===== src/rtl/loader_pkg.sv =====
package loader_pkg;
  localparam int WORD_W = 32;

  localparam logic [1:0] REG_CTRL = 2'd0;
  localparam logic [1:0] REG_STAT = 2'd1;
  localparam logic [1:0] REG_META = 2'd2;
  localparam logic [1:0] REG_DATA = 2'd3;

  localparam int CTRL_SRST = 0;
  localparam int CTRL_START = 1;
  localparam int CTRL_MSB = 2;
  localparam int CTRL_BUSY = 3;
  localparam int CTRL_DONE = 4;
  localparam int CTRL_ERR = 5;

  typedef enum logic [2:0] {
    ST_IDLE, ST_PROG, ST_WAIT_INIT, ST_FETCH, ST_SHIFT, ST_WAIT_DONE
  } loaderState_t;

  typedef struct packed {
    logic flush;
    logic push;
    logic pop;
    logic emitBit;
    logic cclkLow;
    logic cclkHigh;
  } loaderStrobes_t;
endpackage


===== src/rtl/loader_sync.sv =====
module loader_sync #(
  parameter int STAGES = 2
) (
  input  logic clk,
  input  logic rstN,
  input  logic asyncIn,
  output logic syncOut
);
  logic [STAGES-1:0] stage;

  always_ff @(posedge clk or negedge rstN) begin
    if (!rstN) stage <= '0;
    else       stage <= {stage[STAGES-2:0], asyncIn};
  end

  assign syncOut = stage[STAGES-1];
endmodule


===== src/rtl/loader_datapath.sv =====
module loader_datapath import loader_pkg::*; #(
  parameter int CLK_DIV = 4,
  parameter int FIFO_DEPTH = 16,
  parameter int SYNC_STAGES = 2,
  localparam int DIV_W = $clog2(CLK_DIV),
  localparam int PTR_W = $clog2(FIFO_DEPTH),
  localparam int LEVEL_W = PTR_W + 1,
  localparam int ENTRY_W = WORD_W + 3
) (
  input  logic               clk,
  input  logic               rstN,
  input  loaderStrobes_t     strobes,
  input  logic               msbFirst,
  input  logic [WORD_W-1:0]  pushWord,
  input  logic [2:0]         pushMeta,
  input  logic               initNRaw,
  input  logic               doneRaw,
  output logic               tick,
  output logic               initHigh,
  output logic               doneHigh,
  output logic [2:0]         headMeta,
  output logic               fifoFull,
  output logic               fifoEmpty,
  output logic [LEVEL_W-1:0] fifoLevel,
  output logic               cclk,
  output logic               din
);
  logic [DIV_W-1:0] divCnt;
  logic [ENTRY_W-1:0] mem [FIFO_DEPTH];
  logic [PTR_W-1:0] wrPtr, rdPtr;
  logic [WORD_W-1:0] shReg;
  logic doPush, doPop;

  // tick generator
  assign tick = (divCnt == DIV_W'(CLK_DIV - 1));
  always_ff @(posedge clk or negedge rstN) begin
    if (!rstN)     divCnt <= '0;
    else if (tick) divCnt <= '0;
    else           divCnt <= divCnt + 1'b1;
  end

  // target input synchronizers
  loader_sync #(.STAGES(SYNC_STAGES)) i_syncInit (
    .clk(clk), .rstN(rstN), .asyncIn(initNRaw), .syncOut(initHigh));
  loader_sync #(.STAGES(SYNC_STAGES)) i_syncDone (
    .clk(clk), .rstN(rstN), .asyncIn(doneRaw), .syncOut(doneHigh));

  // entry FIFO
  assign fifoFull  = (fifoLevel == LEVEL_W'(FIFO_DEPTH));
  assign fifoEmpty = (fifoLevel == '0);
  assign doPush = strobes.push && !fifoFull && !strobes.flush;
  assign doPop  = strobes.pop && !fifoEmpty && !strobes.flush;
  assign headMeta = mem[rdPtr][ENTRY_W-1:WORD_W];

  always_ff @(posedge clk) begin
    if (doPush) mem[wrPtr] <= {pushMeta, pushWord};
  end

  always_ff @(posedge clk or negedge rstN) begin
    if (!rstN) begin
      wrPtr <= '0;
      rdPtr <= '0;
      fifoLevel <= '0;
    end else if (strobes.flush) begin
      wrPtr <= '0;
      rdPtr <= '0;
      fifoLevel <= '0;
    end else begin
      if (doPush) wrPtr <= wrPtr + 1'b1;
      if (doPop)  rdPtr <= rdPtr + 1'b1;
      case ({doPush, doPop})
        2'b10:   fifoLevel <= fifoLevel + 1'b1;
        2'b01:   fifoLevel <= fifoLevel - 1'b1;
        default: fifoLevel <= fifoLevel;
      endcase
    end
  end

  // serializer and configuration clock
  always_ff @(posedge clk or negedge rstN) begin
    if (!rstN) begin
      shReg <= '0;
      din <= 1'b0;
      cclk <= 1'b1;
    end else if (strobes.flush) begin
      din <= 1'b0;
      cclk <= 1'b1;
    end else begin
      if (doPop) begin
        shReg <= mem[rdPtr][WORD_W-1:0];
      end else if (strobes.emitBit) begin
        din <= msbFirst ? shReg[WORD_W-1] : shReg[0];
        shReg <= msbFirst ? {shReg[WORD_W-2:0], 1'b0} : {1'b0, shReg[WORD_W-1:1]};
      end
      if (strobes.cclkLow)       cclk <= 1'b0;
      else if (strobes.cclkHigh) cclk <= 1'b1;
    end
  end
endmodule


===== src/rtl/loader_ctrl.sv =====
module loader_ctrl import loader_pkg::*; #(
  parameter int PROG_TICKS = 32,
  parameter int TIMEOUT_TICKS = 100000,
  parameter int LEVEL_W = 5,
  localparam int CNT_MAX = (TIMEOUT_TICKS > PROG_TICKS) ? TIMEOUT_TICKS : PROG_TICKS,
  localparam int CNT_W = $clog2(CNT_MAX + 1),
  localparam int BITS_W = $clog2(WORD_W) + 1
) (
  input  logic               clk,
  input  logic               rstN,
  input  logic               wbCyc,
  input  logic               wbStb,
  input  logic               wbWe,
  input  logic [1:0]         wbAdr,
  input  logic [2:0]         wrBits,
  output logic [WORD_W-1:0]  wbDatOut,
  output logic               wbAck,
  input  logic               tick,
  input  logic               initHigh,
  input  logic               doneHigh,
  input  logic               cclkNow,
  input  logic [2:0]         headMeta,
  input  logic               fifoFull,
  input  logic               fifoEmpty,
  input  logic [LEVEL_W-1:0] fifoLevel,
  output loaderStrobes_t     strobes,
  output logic               msbFirst,
  output logic [2:0]         pushMeta,
  output logic               progN
);
  loaderState_t state;
  logic [CNT_W-1:0] tickCnt;
  logic [BITS_W-1:0] bitsLeft;
  logic lastFlag, doneFlag, errFlag;
  logic access, wrEn, softRst, startReq, progEnd, tmoHit;
  logic [WORD_W-1:0] readMux;

  assign access   = wbCyc && wbStb && !wbAck;
  assign wrEn     = access && wbWe;
  assign softRst  = wrEn && (wbAdr == REG_CTRL) && wrBits[CTRL_SRST];
  assign startReq = wrEn && (wbAdr == REG_CTRL) && wrBits[CTRL_START] && (state == ST_IDLE);
  assign progEnd  = (tickCnt == CNT_W'(PROG_TICKS - 1));
  assign tmoHit   = (tickCnt == CNT_W'(TIMEOUT_TICKS - 1));

  always_comb begin
    readMux = '0;
    case (wbAdr)
      REG_CTRL: begin
        readMux[CTRL_MSB]  = msbFirst;
        readMux[CTRL_BUSY] = (state != ST_IDLE);
        readMux[CTRL_DONE] = doneFlag;
        readMux[CTRL_ERR]  = errFlag;
      end
      REG_STAT: begin
        readMux[0] = fifoFull;
        readMux[1] = fifoEmpty;
        readMux[8 +: LEVEL_W] = fifoLevel;
      end
      REG_META: readMux[2:0] = pushMeta;
      default:  readMux = '0;
    endcase
  end

  always_comb begin
    strobes = '0;
    strobes.flush = softRst;
    strobes.push  = wrEn && (wbAdr == REG_DATA);
    if (!softRst) begin
      case (state)
        ST_FETCH: strobes.pop = !fifoEmpty;
        ST_SHIFT: begin
          if (tick) begin
            if (cclkNow) begin
              strobes.emitBit = (bitsLeft != '0);
              strobes.cclkLow = (bitsLeft != '0);
            end else begin
              strobes.cclkHigh = 1'b1;
            end
          end
        end
        ST_WAIT_DONE: begin
          if (doneHigh) begin
            strobes.cclkHigh = !cclkNow;
          end else if (tick) begin
            strobes.cclkHigh = !cclkNow;
            strobes.cclkLow  = cclkNow && !tmoHit;
          end
        end
        default: ;
      endcase
    end
  end

  always_ff @(posedge clk or negedge rstN) begin
    if (!rstN) begin
      state <= ST_IDLE;
      tickCnt <= '0;
      bitsLeft <= '0;
      lastFlag <= 1'b0;
      doneFlag <= 1'b0;
      errFlag <= 1'b0;
      msbFirst <= 1'b0;
      pushMeta <= '0;
      progN <= 1'b1;
      wbAck <= 1'b0;
      wbDatOut <= '0;
    end else begin
      wbAck <= access;
      if (access) wbDatOut <= readMux;
      if (wrEn && wbAdr == REG_CTRL) msbFirst <= wrBits[CTRL_MSB];
      if (wrEn && wbAdr == REG_META) pushMeta <= wrBits;

      if (softRst) begin
        state <= ST_IDLE;
        tickCnt <= '0;
        progN <= 1'b1;
        doneFlag <= 1'b0;
        errFlag <= 1'b0;
      end else begin
        case (state)
          ST_IDLE: if (startReq) begin
            state <= ST_PROG;
            progN <= 1'b0;
            tickCnt <= '0;
            doneFlag <= 1'b0;
            errFlag <= 1'b0;
          end
          ST_PROG: if (tick) begin
            if (progEnd) begin
              progN <= 1'b1;
              tickCnt <= '0;
              state <= ST_WAIT_INIT;
            end else begin
              tickCnt <= tickCnt + 1'b1;
            end
          end
          ST_WAIT_INIT: begin
            if (initHigh) begin
              state <= ST_FETCH;
            end else if (tick) begin
              if (tmoHit) begin
                state <= ST_IDLE;
                doneFlag <= 1'b1;
                errFlag <= 1'b1;
              end else begin
                tickCnt <= tickCnt + 1'b1;
              end
            end
          end
          ST_FETCH: if (!fifoEmpty) begin
            bitsLeft <= BITS_W'({1'b0, headMeta[1:0]} + 3'd1) << 3;
            lastFlag <= headMeta[2];
            state <= ST_SHIFT;
          end
          ST_SHIFT: if (tick) begin
            if (!cclkNow) begin
              bitsLeft <= bitsLeft - 1'b1;
            end else if (bitsLeft == '0) begin
              tickCnt <= '0;
              state <= lastFlag ? ST_WAIT_DONE : ST_FETCH;
            end
          end
          ST_WAIT_DONE: begin
            if (doneHigh) begin
              state <= ST_IDLE;
              doneFlag <= 1'b1;
            end else if (tick) begin
              if (tmoHit) begin
                state <= ST_IDLE;
                doneFlag <= 1'b1;
                errFlag <= 1'b1;
              end else begin
                tickCnt <= tickCnt + 1'b1;
              end
            end
          end
          default: state <= ST_IDLE;
        endcase
      end
    end
  end
endmodule


===== src/rtl/cfg_loader.sv =====
module cfg_loader import loader_pkg::*; #(
  parameter int CLK_DIV = 4,
  parameter int PROG_TICKS = 32,
  parameter int TIMEOUT_TICKS = 100000,
  parameter int FIFO_DEPTH = 16,
  localparam int LEVEL_W = $clog2(FIFO_DEPTH) + 1
) (
  input  logic        clk,
  input  logic        rstN,
  input  logic        wbCyc,
  input  logic        wbStb,
  input  logic        wbWe,
  input  logic [1:0]  wbAdr,
  input  logic [31:0] wbDatIn,
  output logic [31:0] wbDatOut,
  output logic        wbAck,
  output logic        tgtCclk,
  output logic        tgtDin,
  output logic        tgtProgN,
  input  logic        tgtInitN,
  input  logic        tgtDone,
  output logic        tgtSuspend,
  output logic [1:0]  tgtMode
);
  loaderStrobes_t strobes;
  logic tick, initHigh, doneHigh, msbFirst, fifoFull, fifoEmpty;
  logic [2:0] headMeta, pushMeta;
  logic [LEVEL_W-1:0] fifoLevel;

  assign tgtSuspend = 1'b0;
  assign tgtMode = 2'b11;

  loader_ctrl #(
    .PROG_TICKS(PROG_TICKS), .TIMEOUT_TICKS(TIMEOUT_TICKS), .LEVEL_W(LEVEL_W)
  ) i_ctrl (
    .clk(clk), .rstN(rstN), .wbCyc(wbCyc), .wbStb(wbStb), .wbWe(wbWe),
    .wbAdr(wbAdr), .wrBits(wbDatIn[2:0]), .wbDatOut(wbDatOut), .wbAck(wbAck),
    .tick(tick), .initHigh(initHigh), .doneHigh(doneHigh), .cclkNow(tgtCclk),
    .headMeta(headMeta), .fifoFull(fifoFull), .fifoEmpty(fifoEmpty),
    .fifoLevel(fifoLevel), .strobes(strobes), .msbFirst(msbFirst),
    .pushMeta(pushMeta), .progN(tgtProgN));

  loader_datapath #(
    .CLK_DIV(CLK_DIV), .FIFO_DEPTH(FIFO_DEPTH)
  ) i_datapath (
    .clk(clk), .rstN(rstN), .strobes(strobes), .msbFirst(msbFirst),
    .pushWord(wbDatIn), .pushMeta(pushMeta), .initNRaw(tgtInitN),
    .doneRaw(tgtDone), .tick(tick), .initHigh(initHigh), .doneHigh(doneHigh),
    .headMeta(headMeta), .fifoFull(fifoFull), .fifoEmpty(fifoEmpty),
    .fifoLevel(fifoLevel), .cclk(tgtCclk), .din(tgtDin));
endmodule


===== config.mk =====
export PLATFORM = sky130hd
export DESIGN_NAME = cfg_loader
export DESIGN_NICKNAME = d
export VERILOG_FILES = /design/src/rtl/loader_pkg.sv /design/src/rtl/loader_sync.sv /design/src/rtl/loader_datapath.sv /design/src/rtl/loader_ctrl.sv /design/src/rtl/cfg_loader.sv
export SDC_FILE = /design/constraint.sdc
export NUM_CORES = 1
export LEC_CHECK = 0
export BUFFER_PORTS_ARGS = -buffer_cell sky130_fd_sc_hd__buf_2
export CAP_MARGIN = 5
export CORE_MARGIN = 2
export CORE_UTILIZATION = 62
export CTS_CLUSTER_DIAMETER = 150
export DETAILED_ROUTE_END_ITERATION = 10
export PLACE_DENSITY = 0.79
export SLEW_MARGIN = 10
export SYNTH_ARGS = -nofsm -noshare
export SYNTH_HDL_FRONTEND = slang
export SYNTH_SLANG_ARGS = --single-unit

===== constraint.sdc =====
create_clock -name clk -period 12.6 [get_ports clk]
set_clock_uncertainty 0.1 [all_clocks]
set_input_delay 1.26 -clock clk [delete_from_list [all_inputs] [get_ports clk]]
set_output_delay 1.26 -clock clk [all_outputs]
set_load 0.01 [all_outputs]

==> impl_metrics.py <==
metrics = {
    "status": {
        "status": "finished, final reports clean",
    },
    "route": {
        "drc": 0,
        "postRouteAntennaNets": 0,
        "drt_iter0_drc": 1619,
        "vias": 13600,
        "wirelength_um": 55500,
        "vias_per_cell": 6.62,
        "wl_per_cell_um": 27.1,
        "dr.pass1.iters": 5,
    },
    "synthesis": {
        "synth-simple-area-share": 0.0404,
        "synth_top_area_frac": 0.630,
        "syn_area_um2": 26700,
        "synth-compound-area-share": 0.0417,
        "ys_top_cells_by_area": "edfxtp_1 (63%), mux4_2 (15%), dfrtp_1 (9.1%)",
        "syn_area_per_cell_um2": 19.3,
        "ys_types": 74,
        "synth_top_family_by_area": "multiplexers",
        "synth_adder_area_share": 0.00751,
        "synthMuxAreaShare": 0.161,
        "yosys_register_bits": 659,
        "synth-xor-area-share": 0.00328,
        "yosysWarnings": 0,
        "ys_seq_area_frac": 0.723,
        "synth_cells": 1384,
        "yosysTopAreaCell": "edfxtp_1",
        "synth_enable_flop_cells": 560,
        "ys.flop_type": "edfxtp_1",
        "synth-async-reset-ratio": 0.150,
    },
    "power": {
        "leakagePower_nw": 9.91,
        "ir_worst_vdd_mv": 0.172,
        "power_density_nw_per_um2": 199,
    },
    "setup_path": {
        "cp_cell_sequence": "buf_4 > buf_4 > mux4_2 > mux4_2 > ha_1 > o21ai_0 > a21oi_1",
        "crit_slowest_cell": "dfrtp_4",
        "startpoint_type": "register",
        "cp_slowest_stage_delay_ps": 930,
        "crit_fanout": 49,
        "arrival_ps": 4370,
        "required_ps": 12940,
        "cp_num_buf_inv": 2,
        "worstSetupPathType": "register to register",
        "critPathCaptureType": "register",
        "crit_family": "buffers and inverters",
    },
    "cts": {
        "post_cts.repair.setup_buffers": 0,
        "cts_root_buf": "clkbuf_16",
        "cts.sinks": 659,
        "cts_hold_buf": 0,
        "cts-buffers-inserted": 67,
        "clk_path_buf_depth": 3,
        "cts.reportedPaths.clkPinSlew_ps": 60,
        "clk_latency_ps": 590,
        "htree_levels": 3,
        "cts_tree": "built",
        "cts-resized-gates": 0,
    },
    "global_routing": {
        "grt_max_degree": 71,
        "grt_pass1_wl_um": 85300,
        "grt-ovfl-total": 0,
        "grt_antenna_before_repair": 0,
        "gr-usage-all-layers": 0.260,
        "first_global_vias": 14000,
    },
    "place": {
        "hpwl_um": 30000,
        "gp_congestion": 0.820,
        "port_buffers": 55,
        "dp_cells": 1931,
        "place_area_um2": 27500,
    },
    "layout": {
        "n_antenna_cell": 0,
        "drive_gt1_frac": 0.262,
        "syn2layout_area_growth_pct": 11.0,
        "design_area_um2": 29600,
        "stdcell_count": 2052,
        "fin_nets": 1518,
    },
    "die": {
        "initial_utilization": 0.632,
        "rows": 75,
        "coreArea_um2": 42200,
        "ios": 80,
        "chipWidth_um": 211,
        "die_h_um": 211,
        "die_area_um2": 44700,
    },
    "timing": {
        "fin_crit_ps": 4020,
        "maxSlewViolCount": 0,
        "period_share": 0.319,
        "slew_headroom": 0.190,
        "worst_pin_slew_ps": 1210,
        "setup-tns-final_ps": 0,
        "fmax_mhz": 249,
        "setup_violations": 0,
        "rsz0062_at_grt": "false",
        "hold_violations": 0,
    },
    "min_path": {
        "hp-class": "register to register",
    },
    "run": {
        "cap_viol_max_count": 0,
    },
}
[area by class of cell]
class / instances / area [µm²]
clock buffer: 102 / 1960
inverter: 13 / 48.8
tap: 539 / 674
timing repair buffer: 84 / 495
sequential: 659 / 19300
clock inverter: 19 / 174
multi-input combinational: 636 / 6950
fill: 2488 / 12600
[flip-flops by register name (all words and copies together) (netlist names)]
register / count
i_ctrl.lastFlag: 1
i_ctrl.bitsLeft: 6
i_ctrl.state: 3
i_ctrl.doneFlag: 1
i_datapath.mem: 560
i_ctrl.progN: 1
i_ctrl.msbFirst: 1
i_datapath.rdPtr: 4
i_ctrl.errFlag: 1
i_datapath.din: 1
i_datapath.i_syncDone.stage: 2
i_datapath.wrPtr: 4
i_ctrl.pushMeta: 3
i_datapath.divCnt: 2
i_ctrl.wbAck: 1
i_datapath.cclk: 1
i_ctrl.wbDatOut: 11
i_datapath.i_syncInit.stage: 2
i_datapath.shReg: 32
i_ctrl.tickCnt: 17
i_datapath.fifoLevel: 5
[cell families (layout without fill, tap and decap cells)]
group	count (synthesis)	in the layout
other cells	2	24
simple gates	232	232
buf+inv	111	218
compound gates	144	144
mux	210	210
flops	659	659
xor+xnor	10	10
fa+ha+maj	16	16
[cell usage in the layout, fill, tap and decap left out, types with 5 or more instances in the layout]
master     Yosys  final
a221o_1       32     32
nand3_1       23     23
clkinv_1       0      5
mux2i_1       31     31
dfrtp_1       97     92
buf_2         20     54
a22o_1         9      9
nor2_4         0      5
xor2_1         8      8
clkbuf_1      34     22
inv_1         13     13
clkbuf_8       0     11
or2_2          6      6
edfxtp_1     560    560
buf_4         25     30
clkinv_2       0      8
ha_1          16     16
a21oi_1       19     19
o21ai_0       21     21
nand2_1       63     63
nor2_1        81     76
a21o_1        11     11
clkbuf_16      0     69
nor4_1         5      5
conb_1         2     24
nor3_2         1      9
nor3_1        19     11
mux4_2       175    175
[cells in the mapped netlist, drive strengths merged (4+ instances only)]
cell and n:
a22o 9, clkbuf 35, ha 16, nand3 23, mux2 4, nor4 5
nor2 83, a21oi 20, o31ai 4, mux4 175, a21o 11, a221o 32
edfxtp 560, nand4 4, mux2i 31, inv 13, or2 7, dfrtp 97
and2 5, nand2 63, xor2 8, buf 63, a22oi 4, nor3 21
o21ai 22
[path summary, 6_finish.rpt]
check / endpoint / slack [ps] / cells after the start / from
setup / recovery: i_ctrl.bitsLeft[4]$_DFFE_PN0P_ / 8580 / 7 / i_datapath.rdPtr[1]$_DFFE_PN0P_
hold / removal: i_datapath.i_syncInit.stage[1]$_DFF_PN0_ / 250 / 0 / i_datapath.i_syncInit.stage[0]$_DFF_PN0_
setup reg to reg: i_ctrl.bitsLeft[4]$_DFFE_PN0P_ / 8580 / 7 / i_datapath.rdPtr[1]$_DFFE_PN0P_
hold reg to reg: i_datapath.i_syncInit.stage[1]$_DFF_PN0_ / 250 / 0 / i_datapath.i_syncInit.stage[0]$_DFF_PN0_
max in group asynchronous: i_datapath.rdPtr[1]$_DFFE_PN0P_ / 10530 / 2 / rstN
min in group asynchronous: i_datapath.shReg[7]$_DFFE_PN0P_ / 510 / 1 / rstN
[worst reg2reg max path, stage by stage (launching register included)]
cell and delay, ps:
dfrtp_4 930, buf_4 700, buf_4 700, mux4_2 460, mux4_2 470, ha_1 280, o21ai_0 160, a21oi_1 90
[routing by layer]
layer  global-route usage  wire (µm)  vias to the layer above
li1                     -          -                     5765
met1                0.378      23000                     7187
met2                0.424      27900                      547
met3               0.0340       3450                       86
met4               0.0758       1170                        0
met5                    0          0                        -
[stage by stage]
| stage | setup WS (ps) | hold WS, ps | util | power [mW] |
|---|---|---|---|---|
| after floorplan | 7200 | 231 | - | 3.70 |
| after global placement | 8330 | 235 | 0.651 | 3.96 |
| after detailed placement | 8200 | 238 | 0.651 | 3.99 |
| after CTS | 8530 | 251 | 0.701 | 5.92 |
| after global routing | 8290 | 262 | 0.701 | 6.10 |
| final | 8580 | 248 | 0.701 | 5.88 |
[where the power goes]
part | internal [mW] | switching, mW
Combinational | 0.675 | 0.593
Sequential | 2.49 | 0.201
Clock | 1.14 | 0.794
Total | 4.30 | 1.59
Power figures use the tool's default switching activity.
